[config.mk]
export PLATFORM = sky130hd
export DESIGN_NAME = smb_cond_seq
export DESIGN_NICKNAME = d
export VERILOG_FILES = /design/src/rtl/smb_seq_pkg.sv /design/src/rtl/smb_line_mon.sv /design/src/rtl/smb_half_tick_delay.sv /design/src/rtl/smb_cond_seq.sv
export SDC_FILE = /design/constraint.sdc
export NUM_CORES = 1
export LEC_CHECK = 0
export BUFFER_PORTS_ARGS = -buffer_cell sky130_fd_sc_hd__buf_2
export CORE_AREA = 5 5 60 62
export DETAILED_ROUTE_END_ITERATION = 10
export DIE_AREA = 0 0 65 67
export PLACE_DENSITY_LB_ADDON = 0.15
export SYNTH_ARGS = -nofsm -noshare
export SYNTH_HDL_FRONTEND = slang
export SYNTH_SLANG_ARGS = --single-unit
[constraint.sdc]
create_clock -name clk -period 1.95 [get_ports clk]
set_input_delay 0.39 -clock clk [delete_from_list [all_inputs] [get_ports clk]]
set_output_delay 0.39 -clock clk [all_outputs]
set_load 0.05 [all_outputs]
[src/rtl/smb_seq_pkg.sv]
package smb_seq_pkg;
   localparam int CTL_W   = 5;
   localparam int CTL_EN  = 0;
   localparam int CTL_STA = 1;
   localparam int CTL_STO = 2;
   localparam int CTL_DLY = 3;
   localparam int CTL_AA  = 4;

   typedef enum logic [2:0] {
      ST_IDLE   = 3'd0,
      ST_WAIT   = 3'd1,
      ST_SDA_LO = 3'd2,
      ST_HELD   = 3'd3,
      ST_STOP_A = 3'd4,
      ST_STOP_B = 3'd5,
      ST_RSTA_A = 3'd6,
      ST_RSTA_B = 3'd7
   } seq_state_t;
endpackage

[src/rtl/smb_line_mon.sv]
module smb_line_mon #(
   parameter int SYNC_STAGES = 0
) (
   input  logic clk,
   input  logic rst_n,
   input  logic en,
   input  logic sda_in,
   input  logic scl_in,
   output logic start_det,
   output logic stop_det,
   output logic busy
);
   logic sda_s, scl_s, sda_q, scl_q;

   if (SYNC_STAGES < 0) begin : g_bad
      $error("SYNC_STAGES must not be negative");
   end

   if (SYNC_STAGES == 0) begin : g_direct
      assign sda_s = sda_in;
      assign scl_s = scl_in;
   end else begin : g_sync
      logic [SYNC_STAGES-1:0] sda_p, scl_p;
      always_ff @(posedge clk or negedge rst_n) begin
         if (!rst_n) begin
            sda_p <= '1;
            scl_p <= '1;
         end else begin
            sda_p <= SYNC_STAGES'({sda_p, sda_in});
            scl_p <= SYNC_STAGES'({scl_p, scl_in});
         end
      end
      assign sda_s = sda_p[SYNC_STAGES-1];
      assign scl_s = scl_p[SYNC_STAGES-1];
   end

   always_ff @(posedge clk or negedge rst_n) begin
      if (!rst_n) begin
         sda_q <= 1'b1;
         scl_q <= 1'b1;
      end else begin
         sda_q <= sda_s;
         scl_q <= scl_s;
      end
   end

   assign start_det = sda_q & ~sda_s & scl_q & scl_s;
   assign stop_det  = ~sda_q & sda_s & scl_q & scl_s;

   always_ff @(posedge clk or negedge rst_n) begin
      if (!rst_n)         busy <= 1'b0;
      else if (!en)       busy <= 1'b0;
      else if (start_det) busy <= 1'b1;
      else if (stop_det)  busy <= 1'b0;
   end
endmodule

[src/rtl/smb_half_tick_delay.sv]
module smb_half_tick_delay #(
   parameter int CNT_W = 5
) (
   input  logic             clk,
   input  logic             rst_n,
   input  logic             load,
   input  logic [CNT_W-1:0] load_val,
   input  logic             tick,
   input  logic             hold,
   output logic             expire
);
   logic [CNT_W-1:0] cnt;

   always_ff @(posedge clk or negedge rst_n) begin
      if (!rst_n)                   cnt <= '0;
      else if (load)                cnt <= load_val;
      else if (!hold)               cnt <= '0;
      else if (tick && cnt != '0)   cnt <= cnt - 1'b1;
   end

   assign expire = hold && tick && (cnt == CNT_W'(1));
endmodule

[src/rtl/smb_cond_seq.sv]
module smb_cond_seq
   import smb_seq_pkg::*;
#(
   parameter int SHORT_HT    = 3,
   parameter int LONG_HT     = 20,
   parameter int SYNC_STAGES = 0
) (
   input  logic             clk,
   input  logic             rst_n,
   input  logic             ctl_wr,
   input  logic [CTL_W-1:0] ctl_wdata,
   output logic [CTL_W-1:0] ctl_q,
   input  logic             si_clr,
   input  logic             half_tick,
   input  logic             sda_in,
   input  logic             scl_in,
   input  logic             slv_addr,
   input  logic             byte_done,
   output logic             sda_oe,
   output logic             scl_oe,
   output logic             is_master,
   output logic             bus_busy,
   output logic             si
);
   localparam int CNT_W = $clog2(LONG_HT + 1);

   if (SHORT_HT < 1 || LONG_HT < SHORT_HT) begin : g_bad_delay
      $error("delays need 1 <= SHORT_HT <= LONG_HT");
   end

   seq_state_t state;
   logic run, start_det, stop_det, expire, first_pend, bytes_seen;
   logic wait_abort, enter_first, enter_sda, load_wait;
   logic [CNT_W-1:0] load_val;

   assign run = ctl_q[CTL_EN];

   smb_line_mon #(.SYNC_STAGES(SYNC_STAGES)) u_mon (
      .clk(clk), .rst_n(rst_n), .en(run), .sda_in(sda_in), .scl_in(scl_in),
      .start_det(start_det), .stop_det(stop_det), .busy(bus_busy)
   );

   assign load_wait  = run && state == ST_IDLE && ctl_q[CTL_STA] && !slv_addr && !bus_busy;
   assign load_val   = (first_pend && ctl_q[CTL_DLY]) ? CNT_W'(LONG_HT) : CNT_W'(SHORT_HT);
   assign wait_abort = bus_busy || slv_addr || !ctl_q[CTL_STA];

   smb_half_tick_delay #(.CNT_W(CNT_W)) u_dly (
      .clk(clk), .rst_n(rst_n), .load(load_wait), .load_val(load_val),
      .tick(half_tick), .hold(state == ST_WAIT), .expire(expire)
   );

   assign enter_first = run && state == ST_WAIT && !wait_abort && expire;
   assign enter_sda   = enter_first || (run && state == ST_RSTA_B && half_tick);

   // control word: software write wins over the hardware stop clear
   always_ff @(posedge clk or negedge rst_n) begin
      if (!rst_n)        ctl_q <= '0;
      else if (ctl_wr)   ctl_q <= ctl_wdata;
      else if (stop_det) ctl_q[CTL_STO] <= 1'b0;
   end

   always_ff @(posedge clk or negedge rst_n) begin
      if (!rst_n)                                         first_pend <= 1'b0;
      else if (ctl_wr && ctl_wdata[CTL_EN] && !run)       first_pend <= 1'b1;
      else if (enter_first)                               first_pend <= 1'b0;
   end

   always_ff @(posedge clk or negedge rst_n) begin
      if (!rst_n)                       bytes_seen <= 1'b0;
      else if (!run || enter_sda)       bytes_seen <= 1'b0;
      else if (byte_done && is_master)  bytes_seen <= 1'b1;
   end

   always_ff @(posedge clk or negedge rst_n) begin
      if (!rst_n) begin
         state     <= ST_IDLE;
         is_master <= 1'b0;
         si        <= 1'b0;
      end else if (!run) begin
         state     <= ST_IDLE;
         is_master <= 1'b0;
         if (si_clr) si <= 1'b0;
      end else begin
         if (si_clr) si <= 1'b0;
         case (state)
            ST_IDLE:   if (load_wait) state <= ST_WAIT;
            ST_WAIT:   if (wait_abort) state <= ST_IDLE;
                       else if (expire) state <= ST_SDA_LO;
            ST_SDA_LO: if (half_tick) begin
                          state     <= ST_HELD;
                          is_master <= 1'b1;
                          si        <= 1'b1;
                       end
            ST_HELD:   if (half_tick) begin
                          if (ctl_q[CTL_STO])                   state <= ST_STOP_A;
                          else if (ctl_q[CTL_STA] && bytes_seen) state <= ST_RSTA_A;
                       end
            ST_STOP_A: if (half_tick) state <= ST_STOP_B;
            ST_STOP_B: if (stop_det) begin
                          state     <= ST_IDLE;
                          is_master <= 1'b0;
                          si        <= 1'b1;
                       end
            ST_RSTA_A: if (half_tick) state <= ST_RSTA_B;
            ST_RSTA_B: if (half_tick) state <= ST_SDA_LO;
            default:   state <= ST_IDLE;
         endcase
      end
   end

   always_comb begin
      sda_oe = 1'b0;
      scl_oe = 1'b0;
      case (state)
         ST_SDA_LO: sda_oe = 1'b1;
         ST_HELD:   begin sda_oe = 1'b1; scl_oe = 1'b1; end
         ST_STOP_A: sda_oe = 1'b1;
         ST_RSTA_A: scl_oe = 1'b1;
         default:   ;
      endcase
   end
endmodule

# [Word level (Yosys, flattened, before mapping)]
# Index checks and enable logic that the tools add are counted.
# Widths: inputs -> output; s select.
[op_classes] add_sub_neg=1 n_eq_ne=20 mux=35 n_bitwise=8 reduce_logical=35
[ops] cell="$mux 3" count=12
[ops] cell="$ne 3x3->1 const B" count=8
[ops] cell="$pmux 3 s8" count=1
[ops] cell="$mux 5" count=4
[ops] cell="$logic_and 1x1->1" count=17
[ops] cell="$mux 1" count=16
[ops] cell="$eq 3x3->1 const B" count=4
[ops] cell="$reduce_and 9->1" count=1
[ops] cell="$ne 4x4->1 const B" count=2
[ops] cell="$and 1x1->1" count=6
[ops] cell="$eq 3x2->1 const B" count=2
[ops] cell="$ne 3x1->1 const B" count=2
[ops] cell="$reduce_bool 2->1" count=3
[ops] cell="$eq 5x1->1 const B" count=1
[ops] cell="$logic_not 1->1" count=5
[ops] cell="$reduce_bool 5->1" count=1
[ops] cell="$sub 5x1->5 const B" count=1
[ops] cell="$logic_or 1x1->1" count=4
[ops] cell="$pmux 1 s2" count=2
[ops] cell="$eq 3x1->1 const B" count=1
[ops] cell="$logic_not 3->1" count=1
[ops] cell="$reduce_and 3->1" count=1
[ops] cell="$reduce_or 3->1" count=1
[ops] cell="$not 1->1" count=2
[ops] cell="$reduce_or 2->1" count=1
[word_totals] ff_bits=20 out_inout_bits=10 word_cells=110

# [Depth between registers and ports, before layout]
# Gate-level depths: netlist of run 1.
[logic_depth] depth_word=8 mapped_depth=6 depth_no_buf=6

# [Cells and area by module]
# A second synthesis of run 1 with hierarchy kept.
[hier_totals] cells_unflattened=125 hier_area_um2=1193.6
[by_module_without_submodules] mod="smb_cond_seq" n_inst=1 cells_per_inst=76 area_per_inst_um2=716.9 seq_area_each_um2=300.3
[by_module_without_submodules] mod="smb_half_tick_delay" n_inst=1 cells_per_inst=38 area_per_inst_um2=352.8 seq_area_each_um2=125.1
[by_module_without_submodules] mod="smb_line_mon" n_inst=1 cells_per_inst=11 area_per_inst_um2=123.9 seq_area_each_um2=77.6

# [Worst setup path before layout of run 1]
# No wires, ideal clock.
[synth_timing] kind="reg2out" startpoint="reg state[2]" endpoint="out scl_oe" arrival_ns=1.512 slack_ns=0.048 path_stages_with_launch=4 n_path_buf=1 path_cell_list="dfrtp_1 buf_2 nand2b_1 a21oi_1"
[synth_between] elab_chain_cells=3 elab_cells_between_ends=4 classes_between="eq/ne: 2; mux: 1; reduce/logical: 1"
[synth_rtl] item="start, declared" line_no="smb_cond_seq.sv:31" rtl="seq_state_t state;"
[synth_rtl] item="start signal, assigned" line_no="smb_cond_seq.sv:76" rtl="state <= ST_IDLE;"
[synth_rtl] item="start signal, assigned" line_no="smb_cond_seq.sv:80" rtl="state <= ST_IDLE;"
[synth_rtl] item="start signal, assigned" line_no="smb_cond_seq.sv:86" rtl="ST_IDLE: if (load_wait) state <= ST_WAIT;"
[synth_rtl] item="$eq 3x3->1 or $eq 3x2->1 (tied branches)" line_no="smb_cond_seq.sv:114" rtl="case (state)"
[synth_rtl] item="$reduce_or 2->1 (no source line) *"
[synth_rtl] item="$mux 1 *" line_no="smb_cond_seq.sv:114"
[synth_rtl] item="end, declared" line_no="smb_cond_seq.sv:20" rtl="output logic scl_oe,"
# Mark *: on every way between the ends. The rest lies on a longest branch, timed or not.

# [Worst setup path in the final report of run 1]
[layout_timing] startpoint="reg state[1]" endpoint="out sda_oe"
[layout_between] elab_chain_cells=3 elab_cells_between_ends=5 classes_between="eq/ne: 3; mux: 1; reduce/logical: 1"
[layout_rtl] item="$eq 3x2->1 or $eq 3x3->1 (tied branches)" line_no="smb_cond_seq.sv:114"
[layout_rtl] item="$reduce_or 3->1 (no source line) *"
[layout_rtl] item="$mux 1 *" line_no="smb_cond_seq.sv:114"
[layout_rtl] item="end, declared" line_no="smb_cond_seq.sv:19" rtl="output logic sda_oe,"
# Marked as above.

==> results_dict.tcl, run 1 <==
set metrics [dict create \
    clockBufferDepth 2 \
    route.detailed.drc 0 \
    fin_util_pct 45.38 \
    io_buffers 23 \
    cts_tree "done" \
    worstRegToRegCells 3 \
    period_needed_ns 1.826 \
    vias 962 \
    cp.arrival_ns 1.44 \
    grt_overflow 0 \
    drv_slew 0 \
    syn-num-nets 136 \
    grt_use_met3_pct 4.047 \
    seqPwrFrac_pct 38.9 \
    hold_violations 0 \
    period_share_pct 93.62 \
    postCtsSetupRepairBufs 0 \
    clock_sinks 20 \
    grt_pass1_wl_um 4457 \
    p_clk_share_pct 23.7 \
    grt_util_met2_pct 21.58 \
    root_buffer "clkbuf_4" \
    critPathKind "reg -> out" \
    synth_area_um2 1159 \
    ys_seq_area_share_pct 43.41 \
    p_leak_nw 0.6165 \
    timing.rr.end "bytes_seen" \
    fmax_mhz 547.8 \
    die_w_um 65 \
    crit_family "flip-flops" \
    crit_fanout 10 \
    row_count 20 \
    grt.busiest_layer "met2" \
    max-vdd-ir-drop_mv 0.6506 \
    cp_slowest_stage_delay_ns 0.50 \
    gr-usage-met1_pct 17.25 \
    worst_slew_pin_slew_ns 0.4565 \
    grt_pass1_vias 966 \
    pwr-share-comb_pct 37.4 \
    rr_startpoint "ctl_q[1]" \
    critPathCapture "sda_oe" \
    hold_buffers 0 \
    worst-path-buf-inv 2 \
    grt_max_degree 21 \
    diodes 0 \
    area_growth_pct 16.63 \
    setup_slack_ns 0.1245 \
    place_ws_ns 0.2375 \
    cts.clk_slew.worst_paths_ns 0.12 \
    power_switching_w 0.0005282 \
    clk-insertion-delay-late_ns 0.30 \
    crit_path_end_kind "output port" \
    p_int_w 0.0009303 \
    cp-start-kind "register" \
    setup-tns-final_ns 0 \
    grt.total_usage_pct 13.21 \
    reg2reg_setup_slack_ns 0.32 \
    synth.distinct_cells 44 \
    io_pins 24 \
    crit_chain "inv_1, mux2i_1, clkbuf_4" \
    die_h_um 67 \
    fin_nets 159 \
    ys_ff_latch 20 \
    slowest_stage "dfrtp_1" \
    startpoint "state[1]" \
    min_path_type "in -> async" \
    ys_async_sr_fraction_pct 100.0 \
    slew_headroom_pct 69.57 \
    core_um2 2978 \
    setup_viol 0 \
    synth_top_flop_cell "dfrtp_1" \
    outcome "finished clean" \
    synth_area_per_cell_um2 9.736 \
    yosysWarningCount 0 \
    switching_share_pct 36.21 \
    place_hpwl_um 1912 \
    drt-total-wl_um 2551 \
    first_pass_iters 4 \
    rsz0062_at_grt "no" \
    powerDensity_nw_per_um2 1079 \
    die_area_um2 4355 \
    finalClockSkew_ns 0.003248 \
    maxCapViolations 0 \
    ant_nets 0 \
    htreeDepth 1 \
    drtIter0Drc 39 \
    initial_core_util_pct 38.91 \
    drive_gt1_share_pct 29.08 \
    crit_required_ns 1.56 \
    cp_num_cells 3 \
    synth_edf_count 0 \
    place.gp.congestion 0.8121 \
    cts_inserted_buffers 3 \
    antenna_found_initial 0 \
    routed_via_density 5.529 \
    ctsResizeCount 0 \
    syn-instance-count 119 \
    wl_per_cell_um 14.66 \
]
cell usage in the layout (no fill, tap or decap), types with 2 or more instances in the layout:
| cell type | netlist | routed |
|---|---|---|
| a31oi_1 | 3 | 3 |
| buf_4 | 1 | 2 |
| dfstp_2 | 2 | 2 |
| mux2i_1 | 2 | 2 |
| inv_1 | 6 | 6 |
| nand2b_1 | 5 | 5 |
| a211oi_1 | 2 | 2 |
| nand2_1 | 9 | 9 |
| ha_1 | 3 | 3 |
| nand4_1 | 2 | 2 |
| dfrtp_1 | 18 | 17 |
| buf_2 | 3 | 22 |
| a21oi_1 | 8 | 8 |
| o22a_1 | 2 | 2 |
| mux2_2 | 3 | 3 |
| xnor2_1 | 2 | 2 |
| nor3_1 | 5 | 5 |
| o21ai_0 | 11 | 11 |
| nor2_1 | 5 | 5 |
| and4b_1 | 2 | 2 |
| clkbuf_4 | 0 | 4 |
cells by family (layout without fill, tap and decap cells):
kind of cell / after synthesis / after routing / synth area share [%]
AND/OR/NAND/NOR: 41 / 41 / 22.46
adder cells (fa/ha/maj): 3 / 3 / 3.240
multiplexers: 5 / 5 / 4.643
XOR/XNOR: 2 / 2 / 1.512
buffers and inverters: 13 / 35 / 4.967
flip-flops: 20 / 20 / 43.41
AO/OA/AOI/OAI: 35 / 35 / 19.76
power by group through the flow:
stage / registers [W] / clock network [W] / logic, W
5_1_grt: 0.000581 / 0.000378 / 0.000614
4_1_cts: 0.000563 / 0.000357 / 0.000550
2_1_floorplan: 0.000569 / 0 / 0.000415
3_5_place_dp: 0.000572 / 0 / 0.000549
3_3_place_gp: 0.000572 / 0 / 0.000535
6_report: 0.000567 / 0.000346 / 0.000546
how the worst min path moves through the flow:
stage | end | depth (start not counted) | startpoint
3_3_place_gp | is_master | 1 | rst_n
3_5_place_dp | si | 1 | rst_n
5_1_grt | is_master | 1 | rst_n
6_report | is_master | 1 | rst_n
4_1_cts | is_master | 1 | rst_n
2_1_floorplan | bytes_seen | 0 | rst_n
cells in the mapped netlist (2+ instances only):
cell type,instances,area share (%)
buf_2,3,1.3
nand2_1,9,2.9
a21oi_1,8,3.5
nor2_1,5,1.6
clkbuf_1,2,0.65
o22a_1,2,1.5
dfstp_2,2,4.5
inv_1,6,1.9
nand4_1,2,1.1
o21ai_0,11,4.8
xnor2_1,2,1.5
ha_1,3,3.2
a211oi_1,2,1.3
mux2_2,3,2.9
nand2b_1,5,2.7
nor3_1,5,2.2
and4b_1,2,1.7
mux2i_1,2,1.7
a31oi_1,3,1.6
dfrtp_1,18,39
registers in the layout, indices dropped and copies added (netlist names):
register	cells
bytes_seen	1
ctl_q	5
first_pend	1
is_master	1
si	1
state	3
u_dly.cnt	5
u_mon.busy	1
u_mon.scl_q	1
u_mon.sda_q	1
worst reg2reg max path, delay by kind of cell (launching register included):
family / cells / cell delay [ns]
simple gates: 3 / 1.12
flops: 1 / 0.41
through the flow:
step	instance area [µm²]	hold slack (ns)	total power (W)	instances
detailed placement	1295	0.3670	0.001121	170
global route	1351	0.02271	0.001573	174
finish	1351	0.002464	0.001458	174
CTS	1348	0.01360	0.001471	174
floorplan	1159	0.09441	0.0009835	119
global placement	1295	0.3676	0.001106	170
area by class of cell:
cell class	count	area [µm²]
repair buffers	25	132.6
flip-flops and latches	20	504.2
fillers	280	1627
inverters	6	22.52
multi-input cells	86	598.1
well taps	33	41.29
clock buffers	3	22.52
clock inverters	1	30.03
routing by layer:
metal / share of wire, % / wire [µm] / up-vias
li1: - / - / 483
met1: 49 / 1255 / 460
met2: 46 / 1171 / 17
met3: 4.4 / 111 / 2
met4: 0.47 / 12 / 0
met5: 0 / 0 / -
No activity file was read; power rests on OpenSTA's default activity.
==> run 2, diff against run 1 <==
--- a/config.mk
+++ b/config.mk
@@ -9,6 +9,7 @@
 export CORE_AREA = 5 5 60 62
 export DETAILED_ROUTE_END_ITERATION = 10
 export DIE_AREA = 0 0 65 67
+export MAX_ROUTING_LAYER = met4
 export PLACE_DENSITY_LB_ADDON = 0.15
 export SYNTH_ARGS = -nofsm -noshare
 export SYNTH_HDL_FRONTEND = slang
==> results_dict.tcl, run 2 (synthesized netlist as in run 1, its figures left out) <==
set metrics [dict create \
    outcome "finished clean" \
    period_needed_ns 1.827 \
    reg2reg_setup_slack_ns 0.32 \
    grt_max_degree 21 \
    reg_top3 "ctl_q: 5 flops, u_dly.cnt: 5 flops, state: 3 flops" \
    clk-insertion-delay-late_ns 0.31 \
    worstRegToRegCells 3 \
    vias 959 \
    place_ws_ns 0.2375 \
    timing.rr.end "bytes_seen" \
    cp.arrival_ns 1.44 \
    grt_overflow 0 \
    powerDensity_nw_per_um2 1078 \
    cp-start-kind "register" \
    worst_slew_pin_slew_ns 0.4565 \
    cts_tree "done" \
    cts_inserted_buffers 3 \
    die_w_um 65 \
    ctsResizeCount 0 \
    routed_via_density 5.511 \
    placed_cell_area_um2 1295 \
    io_pins 24 \
    drtIter0Drc 40 \
    io_buffers 23 \
    final_common_cell "buf_2" \
    row_count 20 \
    crit_path_end_kind "output port" \
    area_growth_pct 16.63 \
    place.gp.congestion 0.8242 \
    critPathKind "reg -> out" \
    finalClockSkew_ns 0.005000 \
    die_h_um 67 \
    setup-tns-final_ns 0 \
    wl_per_cell_um 14.60 \
    fmax_mhz 547.3 \
    place_hpwl_um 1912 \
    slew_headroom_pct 69.57 \
    diodes 0 \
    max-vdd-ir-drop_mv 0.6457 \
    root_buffer "clkbuf_4" \
    maxCapViolations 0 \
    antenna_found_initial 0 \
    hold_buffers 0 \
    grt_pass1_vias 965 \
    setup_slack_ns 0.1228 \
    core_um2 2978 \
    initial_core_util_pct 38.91 \
    drive_gt1_share_pct 29.08 \
    drt-total-wl_um 2540 \
    htreeDepth 1 \
    rr_startpoint "ctl_q[1]" \
    clock_sinks 20 \
    period_share_pct 93.71 \
    postCtsSetupRepairBufs 0 \
    ant_nets 0 \
    rsz0062_at_grt "no" \
    route.detailed.drc 0 \
    crit_fanout 10 \
    min_path_type "in -> async" \
    layout_common_cells "22 x buf_2, 17 x dfrtp_1, 11 x o21ai_0, 9 x nand2_1, 8 x a21oi_1" \
    grt_pass1_wl_um 4457 \
    crit_required_ns 1.56 \
    grt.total_usage_pct 13.56 \
    drv_slew 0 \
    hold_violations 0 \
    fin_nets 159 \
    setup_viol 0 \
    first_pass_iters 4 \
    cts.clk_slew.worst_paths_ns 0.12 \
    clockBufferDepth 2 \
    fin_area_um2 1351 \
    die_area_um2 4355 \
    p_leak_nw 0.6165 \
]
run 2: worst max path at each step:
| stage | cells after the start | start | slack [ns] | endpoint |
|---|---|---|---|---|
| 2_1_floorplan | 3 | state[2] | 0.05 | scl_oe |
| 3_3_place_gp | 4 | slv_addr | 0.25 | bytes_seen |
| 3_5_place_dp | 4 | slv_addr | 0.24 | bytes_seen |
| 4_1_cts | 3 | state[0] | 0.05 | sda_oe |
| 5_1_grt | 3 | state[1] | 0.01 | sda_oe |
| 6_report | 3 | state[1] | 0.12 | sda_oe |
run 2: per-layer routing:
metal | GRT usage (%) | share of wire, % | vias to the layer above
met3 | 3.879 | 4.3 | 2
met4 | 2.375 | 0.47 | 0
met2 | 21.58 | 46 | 17
li1 | - | - | 484
met5 | - | 0 | -
met1 | 17.35 | 49 | 456
run 2: cell type report:
class | count | area [µm²]
repair buffers | 25 | 132.6
inverters | 6 | 22.52
fillers | 280 | 1627
clock buffers | 3 | 22.52
well taps | 33 | 41.29
flip-flops and latches | 20 | 504.2
clock inverters | 1 | 30.03
multi-input cells | 86 | 598.1
run 2: critical path, stage by stage (launching register included):
cell      delay (ns)
dfrtp_1         0.50
inv_1           0.19
mux2i_1         0.19
clkbuf_4        0.24
run 2: metrics by stage:
step,util (%),cells,hold slack [ns],total power (W)
3_5_place_dp,43.49,170,0.3670,0.001121
5_1_grt,45.38,174,0.02271,0.001573
6_report,45.38,174,0.0005491,0.001457
3_3_place_gp,43.49,170,0.3676,0.001106
4_1_cts,45.25,174,0.01360,0.001471
2_1_floorplan,-,119,0.09441,0.0009835
run 2: where the power goes:
group	switching, W	internal [W]	total, W
clock	0.000137	0.000208	0.000345
combinational	0.000305	0.000241	0.000546
sequential	0.0000851	0.000482	0.000567
total	0.000527	0.000930	0.00146
